--- src/rtl/mig_dir_pkg.sv ---
// Shared encodings for the migratory home directory controller.
// Assumes 2-bit message type fields on both channels.
package mig_dir_pkg;

    // Inbound message kinds sent by remote nodes
    typedef enum logic [1:0] {
        RQ_GET    = 2'd0,
        RQ_EVICT  = 2'd1,
        RQ_INVACK = 2'd2,
        RQ_RSVD   = 2'd3
    } in_msg_e;

    // Outbound message kinds sent by the home
    typedef enum logic [1:0] {
        RS_GRANT = 2'd0,
        RS_INV   = 2'd1,
        RS_NACK  = 2'd2
    } out_msg_e;

    // Directory line state
    typedef enum logic [1:0] {
        ST_FREE   = 2'd0,
        ST_EXCL   = 2'd1,
        ST_RECALL = 2'd2
    } dir_state_e;

endpackage

--- src/rtl/rr_arb.sv ---
// Round-robin picker over N request lines.
// It grants the first asserted line at or after the pointer, wrapping.
// The pointer moves just past the winner only when the caller says the
// grant was used (advance). Assumes N >= 2.
module rr_arb #(
    parameter int N = 4,
    localparam int W = $clog2(N)
) (
    input  logic         clk,
    input  logic         rst_n,
    input  logic [N-1:0] req,
    input  logic         advance,
    output logic [N-1:0] gnt_oh,
    output logic [W-1:0] gnt_idx,
    output logic         gnt_any
);

    logic [W-1:0] ptr;

    // Search from the pointer upward and take the first live request
    always_comb begin
        int cand;
        logic [W-1:0] cidx;
        gnt_oh  = '0;
        gnt_idx = '0;
        gnt_any = 1'b0;
        for (int k = 0; k < N; k++) begin
            cand = (int'(ptr) + k) % N;
            cidx = W'(cand);
            if (!gnt_any && req[cidx]) begin
                gnt_any       = 1'b1;
                gnt_idx       = cidx;
                gnt_oh[cidx]  = 1'b1;
            end
        end
    end

    // Move the pointer past a winner that was actually consumed
    always_ff @(posedge clk) begin
        if (!rst_n) begin
            ptr <= '0;
        end else if (advance) begin
            ptr <= (gnt_idx == W'(N - 1)) ? '0 : gnt_idx + W'(1);
        end
    end


    rr_ptr_first_chk: assert property (@(posedge clk) disable iff (!rst_n)
        req[ptr] |-> (gnt_any && gnt_idx == ptr));

endmodule

--- src/rtl/dir_fsm.sv ---
// Directory state machine for one line: it tracks state, owner, waiting
// requester and the home copy of the data, and it holds the single
// outbound message slot. Assumes acc is raised only when the slot is
// free, and that src, msg and msg_data describe the accepted message.
module dir_fsm
    import mig_dir_pkg::*;
#(
    parameter int NODES  = 4,
    parameter int DATA_W = 32,
    localparam int NODE_W = $clog2(NODES)
) (
    input  logic              clk,
    input  logic              rst_n,
    input  logic              acc,
    input  logic [NODE_W-1:0] src,
    input  in_msg_e           msg,
    input  logic [DATA_W-1:0] msg_data,
    input  logic              out_ready,
    output logic              out_valid,
    output logic [1:0]        out_type,
    output logic [NODE_W-1:0] out_dest,
    output logic [DATA_W-1:0] out_data
);

    dir_state_e        state, nx_state;
    logic [NODE_W-1:0] owner, nx_owner;
    logic [NODE_W-1:0] pend, nx_pend;
    logic [DATA_W-1:0] line, nx_line;

    logic              emit;
    out_msg_e          e_type;
    logic [NODE_W-1:0] e_dest;
    logic [DATA_W-1:0] e_data;

    out_msg_e          o_type;

    // Decide the next line state and any reply for the accepted message
    always_comb begin
        nx_state = state;
        nx_owner = owner;
        nx_pend  = pend;
        nx_line  = line;
        emit     = 1'b0;
        e_type   = RS_NACK;
        e_dest   = src;
        e_data   = '0;
        if (acc) begin
            case (state)
                ST_FREE: begin
                    if (msg == RQ_GET) begin
                        emit     = 1'b1;
                        e_type   = RS_GRANT;
                        e_data   = line;
                        nx_owner = src;
                        nx_state = ST_EXCL;
                    end
                end
                ST_EXCL: begin
                    if (msg == RQ_GET) begin
                        emit = 1'b1;
                        if (src == owner) begin
                            e_type = RS_NACK;
                        end else begin
                            e_type   = RS_INV;
                            e_dest   = owner;
                            nx_pend  = src;
                            nx_state = ST_RECALL;
                        end
                    end else if (msg == RQ_EVICT && src == owner) begin
                        nx_line  = msg_data;
                        nx_state = ST_FREE;
                    end
                end
                ST_RECALL: begin
                    if (msg == RQ_GET) begin
                        emit   = 1'b1;
                        e_type = RS_NACK;
                    end else if ((msg == RQ_EVICT || msg == RQ_INVACK) && src == owner) begin
                        emit     = 1'b1;
                        e_type   = RS_GRANT;
                        e_dest   = pend;
                        e_data   = msg_data;
                        nx_line  = msg_data;
                        nx_owner = pend;
                        nx_state = ST_EXCL;
                    end
                end
                default: begin
                    nx_state = ST_FREE;
                end
            endcase
        end
    end

    // Register the line state
    always_ff @(posedge clk) begin
        if (!rst_n) begin
            state <= ST_FREE;
            owner <= '0;
            pend  <= '0;
            line  <= '0;
        end else begin
            state <= nx_state;
            owner <= nx_owner;
            pend  <= nx_pend;
            line  <= nx_line;
        end
    end

    // Load the outbound slot with a new reply, or empty it when taken
    always_ff @(posedge clk) begin
        if (!rst_n) begin
            out_valid <= 1'b0;
            o_type    <= RS_NACK;
            out_dest  <= '0;
            out_data  <= '0;
        end else if (emit) begin
            out_valid <= 1'b1;
            o_type    <= e_type;
            out_dest  <= e_dest;
            out_data  <= e_data;
        end else if (out_ready) begin
            out_valid <= 1'b0;
        end
    end

    assign out_type = o_type;


    free_grant_chk: assert property (@(posedge clk) disable iff (!rst_n)
        (acc && state == ST_FREE && msg == RQ_GET) |=>
            (out_valid && out_type == 2'd0 && out_dest == $past(src)
             && out_data == $past(line) && state == ST_EXCL));


    recall_start_chk: assert property (@(posedge clk) disable iff (!rst_n)
        (acc && state == ST_EXCL && msg == RQ_GET && src != owner) |=>
            (out_valid && out_type == 2'd1 && out_dest == $past(owner)
             && state == ST_RECALL));


    recall_pair_chk: assert property (@(posedge clk) disable iff (!rst_n)
        (state == ST_RECALL) |-> (owner != pend));


    recall_nack_chk: assert property (@(posedge clk) disable iff (!rst_n)
        (acc && state == ST_RECALL && msg == RQ_GET) |=>
            (out_valid && out_type == 2'd2 && out_dest == $past(src)
             && state == ST_RECALL && $stable(pend)));

endmodule

--- src/rtl/mig_home_dir.sv ---
// Top of the migratory home directory controller for one cache line.
// It splits the flat per-node inbound buses, picks one node per cycle
// with the round-robin arbiter, and hands the chosen message to the
// directory state machine, which owns the outbound slot.
// Assumes in-order lossless channels and NODES >= 2.
module mig_home_dir
    import mig_dir_pkg::*;
#(
    parameter int NODES  = 4,
    parameter int DATA_W = 32,
    localparam int NODE_W = $clog2(NODES)
) (
    input  logic                     clk,
    input  logic                     rst_n,
    input  logic [NODES-1:0]         in_valid,
    input  logic [2*NODES-1:0]       in_type,
    input  logic [NODES*DATA_W-1:0]  in_data,
    output logic [NODES-1:0]         in_ready,
    output logic                     out_valid,
    input  logic                     out_ready,
    output logic [1:0]               out_type,
    output logic [NODE_W-1:0]        out_dest,
    output logic [DATA_W-1:0]        out_data
);

    logic [NODES-1:0]  gnt_oh;
    logic [NODE_W-1:0] gnt_idx;
    logic              gnt_any;
    logic              slot_free;
    logic              accept;

    logic [1:0]        typ_arr [NODES];
    logic [DATA_W-1:0] dat_arr [NODES];

    // Split the flat inbound buses into per-node fields
    for (genvar g = 0; g < NODES; g++) begin : g_split
        assign typ_arr[g] = in_type[2*g +: 2];
        assign dat_arr[g] = in_data[DATA_W*g +: DATA_W];
    end

    // Accept one message only when the outbound slot can take a reply
    assign slot_free = !out_valid || out_ready;
    assign accept    = rst_n && slot_free && gnt_any;
    assign in_ready  = accept ? gnt_oh : '0;

    rr_arb #(.N(NODES)) u_arb (
        .clk     (clk),
        .rst_n   (rst_n),
        .req     (in_valid),
        .advance (accept),
        .gnt_oh  (gnt_oh),
        .gnt_idx (gnt_idx),
        .gnt_any (gnt_any)
    );

    dir_fsm #(.NODES(NODES), .DATA_W(DATA_W)) u_fsm (
        .clk       (clk),
        .rst_n     (rst_n),
        .acc       (accept),
        .src       (gnt_idx),
        .msg       (in_msg_e'(typ_arr[gnt_idx])),
        .msg_data  (dat_arr[gnt_idx]),
        .out_ready (out_ready),
        .out_valid (out_valid),
        .out_type  (out_type),
        .out_dest  (out_dest),
        .out_data  (out_data)
    );


    out_hold_chk: assert property (@(posedge clk) disable iff (!rst_n)
        (out_valid && !out_ready) |=>
            (out_valid && $stable(out_type) && $stable(out_dest) && $stable(out_data)));


    one_accept_chk: assert property (@(posedge clk) disable iff (!rst_n)
        $onehot0(in_ready) && ((in_ready & ~in_valid) == '0));


    reset_quiet_chk: assert property (@(posedge clk)
        !rst_n |-> (in_ready == '0));

endmodule

--- config.mk ---
export PLATFORM = sky130hd
export DESIGN_NAME = mig_home_dir
export DESIGN_NICKNAME = d
export VERILOG_FILES = /design/src/rtl/mig_dir_pkg.sv /design/src/rtl/rr_arb.sv /design/src/rtl/dir_fsm.sv /design/src/rtl/mig_home_dir.sv
export SDC_FILE = /design/constraint.sdc
export NUM_CORES = 1
export LEC_CHECK = 0
export ABC_AREA = 0
export BUFFER_PORTS_ARGS = -buffer_cell sky130_fd_sc_hd__clkbuf_2
export CORE_MARGIN = 10
export CORE_UTILIZATION = 50
export CTS_CLUSTER_DIAMETER = 50
export DETAILED_ROUTE_END_ITERATION = 6
export PLACE_DENSITY = 0.88
export SLEW_MARGIN = 10
export SYNTH_ARGS = -nofsm -noshare
export SYNTH_HDL_FRONTEND = slang
export SYNTH_SLANG_ARGS = --single-unit
--- constraint.sdc ---
create_clock -name clk -period 6.5 [get_ports clk]
set_input_delay 1.3 -clock clk [delete_from_list [all_inputs] [get_ports clk]]
set_output_delay 1.3 -clock clk [all_outputs]
set_load 0.1 [all_outputs]
==> impl_metrics.ini <==
[synthesis]
synth.area.top_cells = dfxtp_1 (32%), mux4_2 (17%), mux2i_1 (8.4%)
synth_flop_cell = dfxtp_1
synth_warnings = 0
yosys.area.top_type = dfxtp_1
avgSynthCellArea_um2 = 10.73
ys_seq_elements = 77
yosysSeqAreaShare = 0.3244
yosysTopAreaCellShare = 0.3244
synthArstFlopShare = 0
synth_edf_count = 0
synth.distinct_cells = 55
syn_nets = 602
netlist_instances = 443
syn-cell-area_um2 = 4752

[place]
place_congestion = 0.9287
port_buffers = 183
dpl.hpwl_um = 11180

[cells_and_area]
diodes = 0
syn2layout_area_growth_pct = 22.83
finalNetCount = 766
drive_gt1_frac = 0.4363
final_util = 0.6317

[detailed_routing]
routed_wl_um = 14420
first_pass_iters = 5
vias_per_cell = 5.895
vias = 4368
drt_iter0_drc = 550
post_drt_wl_per_cell_um = 19.47
drc = 0
postRouteAntennaNets = 0

[clock_tree]
cts_setup_buffers = 0
cts.clk_slew.worst_paths_ps = 90
clock_sinks = 77
clk_root_buffer_cell = clkbuf_8
ctsHoldBuffers = 0
post_cts_resized = 0
cts_buffers = 9
clk_latency_ps = 350
cts_tree = yes
htree_levels = 3
cts_buffer_depth = 2

[worst_hold_path]
worstHoldPathCells = 1
hold_class = reg -> reg
hold_path_startpoint = u_fsm.out_data[24]
holdPathEnd = u_fsm.out_data[24]

[flow_run]
drv_cap = 0

[setup_path]
cp-startpoint = u_arb.ptr[0]
r2r_slack_ps = 840
cp.required_ps = 6730
critPathKind = reg -> reg
arrival_ps = 5890
r2r-start = u_arb.ptr[0]
startpoint_type = flip-flop
cp-end-kind = flip-flop
regToRegEndpoint = u_fsm.line[19]
cp_max_fo = 25
reg2regPathDepth = 18

[timing]
finalSetupTns_ps = 0
fmax_mhz = 176.8
min_period_ps = 5657
max_slew_margin = 0.2052
fin_crit_sh = 0.8703
final_hold_viol_count = 0
tightest_slew_ps = 1174
finalSetupViolCount = 0
rsz0062_at_grt = no
clock_skew_ps = 11.98
slew_viol_final = 0

[global_routing]
grt_usage = 0.2007
grt_max_degree = 33
grt_pass1_wl_um = 23520
gr-total-overflow = 0
antenna_found_initial = 0
grt_pass1_vias = 4664

[outcome]
outcome = complete, no violations

[floorplan]
dieArea_um2 = 13800
dieWidth_um = 117.5
die_y_um = 117.5
start_util = 0.5143
core.rowCount = 35
core_um2 = 9240
ioPinCount = 184

[pwr]
vdd_ir_drop_max_v = 0.0002495
leakage_nw = 2.615
power_density_nw_per_um2 = 428.2
==> cell usage in the layout (no fill, tap or decap), drive strengths merged, types with 5 or more instances in the layout <==
cell type | Yosys | layout
inv | 11 | 14
o21ai | 12 | 12
clkbuf | 16 | 192
mux2i | 40 | 40
ha | 16 | 16
o2bb2ai | 32 | 32
mux2 | 5 | 5
buf | 23 | 9
a221oi | 5 | 5
a21oi | 7 | 7
nand2 | 14 | 14
dfxtp | 77 | 77
a22oi | 36 | 36
nor2 | 53 | 53
mux4 | 35 | 35
nand2b | 6 | 6
==> cell type report <==
cell class	instances	area [um2]
flip-flops and latches	77	1541
fillers	732	3403
repair buffers	192	983.4
inverters	11	41.29
well taps	129	161.4
multi-input cells	316	2928
clock buffers	9	123.9
clock inverters	7	57.56
==> flip-flops by register name, summed over array words and instances, names as in the netlist <==
signal           flops
u_fsm.out_data      32
u_fsm.out_dest       2
u_fsm.owner          2
u_fsm.out_valid      1
u_arb.ptr            2
u_fsm.state          2
u_fsm.line          32
u_fsm.out_type       2
u_fsm.pend           2
==> synthesized netlist by cell type, types with 4 or more instances <==
| master | instances |
|---|---|
| nand3_1 | 4 |
| mux2_2 | 5 |
| o211ai_1 | 4 |
| ha_1 | 16 |
| a21oi_1 | 7 |
| mux4_2 | 35 |
| dfxtp_1 | 77 |
| buf_2 | 13 |
| mux2i_1 | 40 |
| nor2_1 | 52 |
| nand2_1 | 14 |
| a221oi_1 | 5 |
| buf_6 | 5 |
| nand2b_1 | 6 |
| clkbuf_1 | 16 |
| o2bb2ai_1 | 32 |
| inv_1 | 11 |
| a22oi_1 | 36 |
| o21ai_0 | 10 |
==> metrics by stage <==
stage,setup slack [ps],std cells,hold slack [ps],power [mW],area (um2)
after global routing,395.1,741,491.0,2.664,5837
final,843.3,741,465.2,2.499,5837
after floorplan,1137,443,464.1,1.876,4752
after global placement,1108,725,445.4,2.114,5654
after detailed placement,884.0,725,445.3,2.160,5654
after CTS,862.4,741,469.9,2.497,5836
==> logic make-up (layout without fill, tap and decap cells) <==
| logic type | after synthesis | after routing | synth area share |
|---|---|---|---|
| compound gates | 123 | 123 | 0.2120 |
| xor+xnor | 1 | 1 | 0.001843 |
| fa+ha+maj | 16 | 16 | 0.04213 |
| buf+inv | 50 | 219 | 0.06266 |
| flops | 77 | 77 | 0.3244 |
| mux | 80 | 80 | 0.2620 |
| simple gates | 96 | 96 | 0.09506 |
==> report_power, final <==
part           internal [mW]  switching (mW)
combinational          0.652           0.931
clock                  0.144           0.189
sequential             0.520          0.0628
total                   1.32            1.18
==> worst max-delay path by stage <==
| stage | endpoint | slack [ps] | depth (start not counted) |
|---|---|---|---|
| after global routing | u_fsm.line[19] | 400 | 18 |
| after global placement | u_fsm.line[17] | 1110 | 17 |
| after floorplan | in_ready[0] | 1140 | 6 |
| after CTS | u_fsm.line[19] | 860 | 18 |
| after detailed placement | u_fsm.line[19] | 880 | 18 |
| final | u_fsm.line[19] | 840 | 18 |
==> worst max-delay path: stages, from the launching register on <==
cell and delay, ps:
dfxtp_1 920, inv_1 230, ha_1 520, mux4_2 450, o211a_4 210, o31ai_4 340
buf_4 380, mux2i_1 240, nand2_1 60, o21ai_0 170, ha_1 370, inv_1 120
nand2_1 170, nand2_1 90, o2111ai_1 90, or2_2 420, buf_4 410, mux2i_1 260
nor2_1 70
==> routing by layer <==
metal / vias to the layer above / GRT usage / share of wire
li1: 2040 / - / -
met1: 2083 / 0.2297 / 0.40
met2: 213 / 0.3524 / 0.50
met3: 32 / 0.04652 / 0.073
met4: 0 / 0.07805 / 0.025
met5: - / 0 / 0
Power figures use the tool's default switching activity.
